--- config.mk ---
export PLATFORM = sky130hd
export DESIGN_NAME = irq_dest_resolver
export DESIGN_NICKNAME = d
export VERILOG_FILES = /design/src/rtl/irq_dest_resolver.sv
export SDC_FILE = /design/constraint.sdc
export NUM_CORES = 1
export LEC_CHECK = 0
export BUFFER_PORTS_ARGS = -buffer_cell sky130_fd_sc_hd__buf_2
export CORE_MARGIN = 5
export CORE_UTILIZATION = 46
export CTS_CLUSTER_DIAMETER = 30
export DETAILED_ROUTE_END_ITERATION = 8
export PLACE_DENSITY = 0.91
export SYNTH_ARGS = -nofsm -noshare
export SYNTH_HDL_FRONTEND = slang
export SYNTH_SLANG_ARGS = --single-unit
--- constraint.sdc ---
create_clock -name clk -period 1 [get_ports clk]
set_clock_uncertainty 0.05 [all_clocks]
set_input_delay 0.25 -clock clk [delete_from_list [all_inputs] [get_ports clk]]
set_output_delay 0.25 -clock clk [all_outputs]
set_load 0.02 [all_outputs]
--- src/rtl/irq_dest_resolver.sv ---
module irq_dest_resolver #(
  parameter int AGENTS = 8,
  parameter int DEST_W = 8,
  parameter int MODEL_W = 4,
  localparam int SEL_W = (AGENTS > 1) ? $clog2(AGENTS) : 1,
  localparam int HALF = DEST_W / 2
) (
  input  logic                      clk,
  input  logic                      rst_n,
  input  logic                      req_valid,
  input  logic [DEST_W-1:0]         req_dest,
  input  logic                      req_logical,
  input  logic [1:0]                req_shorthand,
  input  logic [SEL_W-1:0]          req_sender,
  input  logic [2:0]                req_mode,
  input  logic                      req_level,
  input  logic                      req_trig,
  input  logic [AGENTS-1:0]         agent_present,
  input  logic [AGENTS*DEST_W-1:0]  agent_phys_id,
  input  logic [AGENTS*DEST_W-1:0]  agent_log_dest,
  input  logic [AGENTS*MODEL_W-1:0] agent_model,
  output logic                      out_valid,
  output logic [AGENTS-1:0]         out_mask,
  output logic                      out_none,
  output logic                      out_arb_sync,
  output logic [AGENTS*DEST_W-1:0]  arb_id
);

  localparam logic [2:0] MODE_LOWEST = 3'b001;
  localparam logic [2:0] MODE_INIT   = 3'b101;
  localparam logic [MODEL_W-1:0] MODEL_FLAT    = '1;
  localparam logic [MODEL_W-1:0] MODEL_CLUSTER = '0;

  logic [AGENTS-1:0] dest_hit, self_bit, picked, reachable, final_mask;
  logic              arb_sync;

  assign self_bit = AGENTS'(1) << req_sender;
  assign arb_sync = (req_mode == MODE_INIT) && !req_level && req_trig;

  always_comb begin
    dest_hit = '0;
    for (int i = 0; i < AGENTS; i++) begin
      logic [DEST_W-1:0]  pid, ldst;
      logic [MODEL_W-1:0] mdl;
      pid  = agent_phys_id[i*DEST_W +: DEST_W];
      ldst = agent_log_dest[i*DEST_W +: DEST_W];
      mdl  = agent_model[i*MODEL_W +: MODEL_W];
      if (!req_logical)
        dest_hit[i] = (req_dest == '1) || (pid == req_dest);
      else if (mdl == MODEL_FLAT)
        dest_hit[i] = |(ldst & req_dest);
      else if (mdl == MODEL_CLUSTER)
        dest_hit[i] = (ldst[DEST_W-1:HALF] == req_dest[DEST_W-1:HALF]) &&
                      |(ldst[HALF-1:0] & req_dest[HALF-1:0]);
    end
  end

  always_comb begin
    case (req_shorthand)
      2'd0:    picked = dest_hit;
      2'd1:    picked = self_bit;
      2'd2:    picked = '1;
      default: picked = ~self_bit;
    endcase
  end

  assign reachable  = picked & agent_present;
  assign final_mask = (req_mode == MODE_LOWEST) ? (reachable & (~reachable + AGENTS'(1)))
                                                : reachable;

  always_ff @(posedge clk or negedge rst_n) begin
    if (!rst_n) begin
      out_valid    <= 1'b0;
      out_mask     <= '0;
      out_none     <= 1'b0;
      out_arb_sync <= 1'b0;
    end else begin
      out_valid <= req_valid;
      if (req_valid) begin
        out_mask     <= final_mask;
        out_none     <= (final_mask == '0);
        out_arb_sync <= arb_sync;
      end
    end
  end

  for (genvar g = 0; g < AGENTS; g++) begin : g_arb
    always_ff @(posedge clk or negedge rst_n) begin
      if (!rst_n)
        arb_id[g*DEST_W +: DEST_W] <= '0;
      else if (req_valid && arb_sync && final_mask[g])
        arb_id[g*DEST_W +: DEST_W] <= agent_phys_id[g*DEST_W +: DEST_W];
    end

    assert_arb_copy_R10: assert property (@(posedge clk) disable iff (!rst_n)
      (out_valid && out_arb_sync && out_mask[g]) |->
        (arb_id[g*DEST_W +: DEST_W] == $past(agent_phys_id[g*DEST_W +: DEST_W])));
  end

  assert_strobe_latency_R11: assert property (@(posedge clk) disable iff (!rst_n)
    out_valid == $past(req_valid));

  assert_absent_masked_R11: assert property (@(posedge clk) disable iff (!rst_n)
    out_valid |-> ((out_mask & ~$past(agent_present)) == '0));

  assert_excl_sender_R3: assert property (@(posedge clk) disable iff (!rst_n)
    (out_valid && $past(req_shorthand) == 2'd3) |-> ((out_mask & $past(self_bit)) == '0));

  assert_self_only_R1: assert property (@(posedge clk) disable iff (!rst_n)
    (out_valid && $past(req_shorthand) == 2'd1) |->
      (out_mask == ($past(self_bit) & $past(agent_present))));

  assert_single_target_R9: assert property (@(posedge clk) disable iff (!rst_n)
    (out_valid && $past(req_mode) == MODE_LOWEST) |-> $onehot0(out_mask));

endmodule

==> flow_metrics.env <==
export IMPL_grt_pass1_wl_um=34700
export IMPL_fin_util=0.850
export IMPL_muxShareOfSynthArea=0.155
export IMPL_worstReg2RegStart="arb_id[6]"
export IMPL_vdd_drop_max_uv=955
export IMPL_rows=38
export IMPL_synth_area_mm2=0.00498
export IMPL_cpLargestDelayFamily="simple AND/OR/NAND/NOR gates"
export IMPL_area_growth_pct=83.4
export IMPL_cts_buffers=9
export IMPL_synthDistinctLibCells=51
export IMPL_initial_core_util=0.464
export IMPL_synth_xor_area_share=0.125
export IMPL_slowest_delay_ns=0.34
export IMPL_power_density_mw_per_mm2=1110
export IMPL_rsz0062_at_grt="yes"
export IMPL_grt_max_degree=27
export IMPL_power_frac_comb=0.405
export IMPL_clkSinkCount=75
export IMPL_via_per_inst=5.92
export IMPL_drive_gt1_frac=0.671
export IMPL_diodes=0
export IMPL_detail_route_antenna_nets=0
export IMPL_antenna_found_initial=0
export IMPL_clock_path_buffers=2
export IMPL_max_freq_mhz=446
export IMPL_max_slew_worst_pin_slew_ns=0.439
export IMPL_drt_pass1_iter_count=4
export IMPL_p_seq_frac=0.354
export IMPL_min_period_ns=2.24
export IMPL_synth_flop_cell="dfrtp_1"
export IMPL_worstPathRequired_ns=1.20
export IMPL_drv_slew=0
export IMPL_synth_edf_count=0
export IMPL_wl_met1_um=8460
export IMPL_fp_dieW_um=114
export IMPL_drc=0
export IMPL_worstPathArrival_ns=2.44
export IMPL_cpMaxStageDelayCell="nor4_1"
export IMPL_synth_seq_area_share=0.377
export IMPL_die_h_um=114
export IMPL_maxUsedRoutingLayer="met4"
export IMPL_overflow=0
export IMPL_htreeDepth=3
export IMPL_yosys_warnings=0
export IMPL_ys_async_sr_fraction=1.00
export IMPL_relSlewSlack=0.707
export IMPL_dr_wl_met3_um=1830
export IMPL_place_gp_congestion=0.939
export IMPL_syn_instance_count=444
export IMPL_clk_pin_slew_ns=0.08
export IMPL_syn_avg_cell_area_um2=11.2
export IMPL_ys_ff_latch=75
export IMPL_synth_compound_area_frac=0.0962
export IMPL_status="finished, violations left"
export IMPL_clockPowerShare=0.241
export IMPL_worstPathCellList="buf_12 -> buf_12 -> buf_4 -> xor2_1 -> nor4_1 -> a41o_1 -> nand4_1 -> a21oi_2 -> and2_4 -> mux2_4"
export IMPL_cts_tree="built"
export IMPL_cts_root_buf="clkbuf_8"
export IMPL_dr_first_iter_drc_count=394
export IMPL_setup_violations_final=149
export IMPL_startpoint_type="primary input"
export IMPL_hold_worst_slack_ns=0.0873
export IMPL_dieArea_mm2=0.0130
export IMPL_cp_common_cell="buf_12"
export IMPL_r2r_end="arb_id[6]"
export IMPL_cap_violations=0
export IMPL_core_mm2=0.0107
export IMPL_portBuffers=264
export IMPL_p_int_w=0.00677
export IMPL_violations="setup timing"
export IMPL_setup_slack_ns=-1.24
export IMPL_min_period_over_period=2.24
export IMPL_hpwlAfterDp_um=16600
export IMPL_hold_class="in2reg"
export IMPL_switchingPower_w=0.00341
export IMPL_first_global_vias=6339
export IMPL_wl_per_cell_um=24.6
export IMPL_regToRegSetupSlack_ns=-0.15
export IMPL_hold_viol_final=0
export IMPL_cp_end_kind="flip-flop"
export IMPL_critPathMaxFanout=8
export IMPL_synth_top_family_by_area="multiplexers"
export IMPL_synth_adder_area_share=0.0803
export IMPL_num_io_pins=265
export IMPL_synthesis_nets=666
export IMPL_reg2reg_depth=3
export IMPL_startpoint="req_dest[7]"
export IMPL_wl_met2_um=12900
export IMPL_cp_buffers_inverters=3
export IMPL_drt_total_wl_um=24800
export IMPL_grt_use_total=0.349
export IMPL_cp_depth=10
export IMPL_num_vias=5951
export IMPL_swShare=0.335
export IMPL_final_nets=1083
export IMPL_criticalPathCategory="in2reg"
export IMPL_endpoint="arb_id[10]"
export IMPL_clock_latency_ns=0.36
export IMPL_leakagePower_nw=4.55
export IMPL_synth_simple_gate_area_share=0.135
metal layers:
layer,vias up,track usage
met5,-,0
met4,0,0.178
met3,132,0.0560
met2,428,0.651
met1,2876,0.378
li1,2515,-
cells by family (layout without fill, tap and decap cells):
kind of cell,after synthesis,count (layout)
AOI/OAI and AO/OA,64,64
and+or+nand+nor,108,108
muxes,66,66
adders and majority gates,32,32
xor gates and xnor gates,71,71
buffers and inverters,28,450
DFF,75,75
Yosys cell counts (all sizes together) (5+ instances only):
cell type  number  share of area
a21oi           8         0.0080
a221oi          5         0.0088
a22o            6          0.011
a22oi           8          0.012
buf            16          0.023
clkbuf          5         0.0038
dfrtp          75           0.38
ha             32          0.080
inv             6         0.0045
mux2           66           0.16
nand2          16          0.012
nand3           8         0.0090
nand4          17          0.024
nor2           12         0.0095
nor3b           5         0.0075
nor4           26          0.036
o211ai          9          0.014
o21ai          10          0.010
or4            10          0.015
xnor2          24          0.042
xor2           47          0.083
sequential cells by signal, indices dropped and copies added (netlist names):
signal and cells:
out_arb_sync 1, out_valid 1, out_none 1, out_mask 8, arb_id 64
power by group through the flow:
stage | clock, W | sequential, W | combinational, W
after floorplan | 0 | 0.00392 | 0.00103
final | 0.00245 | 0.00360 | 0.00413
after detailed placement | 0 | 0.00358 | 0.00287
after global routing | 0.00258 | 0.00363 | 0.00431
after global placement | 0 | 0.00355 | 0.00275
after CTS | 0.00239 | 0.00357 | 0.00369
repair_timing:
item                                   4_1_cts  5_1_grt
setup endpoints to repair                  148      149
resized for setup                          231       42
buffers inserted                            50       25
pin swaps                                   36       21
endpoints found under the hold margin       75        0
hold buffers                                 1        0
worst register-to-register path, cell delays in order, from the launching register on:
cell	delay [ns]
dfrtp_1	0.43
buf_4	0.15
buf_4	0.13
mux2_4	0.27
cell usage in the layout, fill, tap and decap left out, drive strengths merged, types with 3 or more instances in the layout:
| cell | netlist | layout |
|---|---|---|
| nor2b | 3 | 3 |
| nand4 | 17 | 17 |
| a221oi | 5 | 5 |
| o21ai | 10 | 10 |
| a22oi | 8 | 8 |
| nand2 | 16 | 16 |
| mux2 | 66 | 66 |
| nor2 | 12 | 12 |
| buf | 16 | 426 |
| xor2 | 47 | 47 |
| dfrtp | 75 | 75 |
| clkinv | 1 | 4 |
| a21oi | 8 | 8 |
| clkbuf | 5 | 11 |
| xnor2 | 24 | 24 |
| nor3b | 5 | 5 |
| inv | 6 | 6 |
| nor3 | 3 | 3 |
| o211ai | 9 | 9 |
| ha | 32 | 32 |
| or4 | 10 | 10 |
| a22o | 6 | 6 |
| nand3 | 8 | 8 |
| nor4 | 26 | 26 |
how the worst min path moves through the flow:
stage | start | endpoint | slack (ns) | cells after the start
2_1_floorplan | rst_n | arb_id[0] | -0.1 | 0
3_3_place_gp | rst_n | arb_id[4] | 0.09 | 1
3_5_place_dp | rst_n | arb_id[13] | 0.09 | 1
4_1_cts | agent_phys_id[33] | arb_id[33] | 0.08 | 2
5_1_grt | agent_phys_id[32] | arb_id[32] | 0.09 | 2
6_report | agent_phys_id[16] | arb_id[16] | 0.09 | 2
layout make-up:
cell class	instances	area, um^2
Sequential cell	75	1880
Multi-Input combinational cell	341	3610
Fill cell	514	1610
Tap cell	140	175
Inverter	7	28.8
Clock inverter	5	52.6
Timing Repair Buffer	427	3250
Clock buffer	11	141
per-stage QoR:
stage | cell area, um^2 | setup TNS, ns | std cells | setup slack [ns] | total power [W]
finish | 9140 | -95.27 | 1006 | -1.24 | 0.0102
CTS | 8740 | -91.49 | 982 | -1.15 | 0.00965
global route | 9140 | -100.73 | 1006 | -1.27 | 0.0105
global placement | 7350 | -117.17 | 916 | -1.74 | 0.00629
floorplan | 5250 | -82.64 | 444 | -1.30 | 0.00495
detailed placement | 7350 | -121.36 | 916 | -1.85 | 0.00644
No activity file was read; power rests on OpenSTA's default activity.
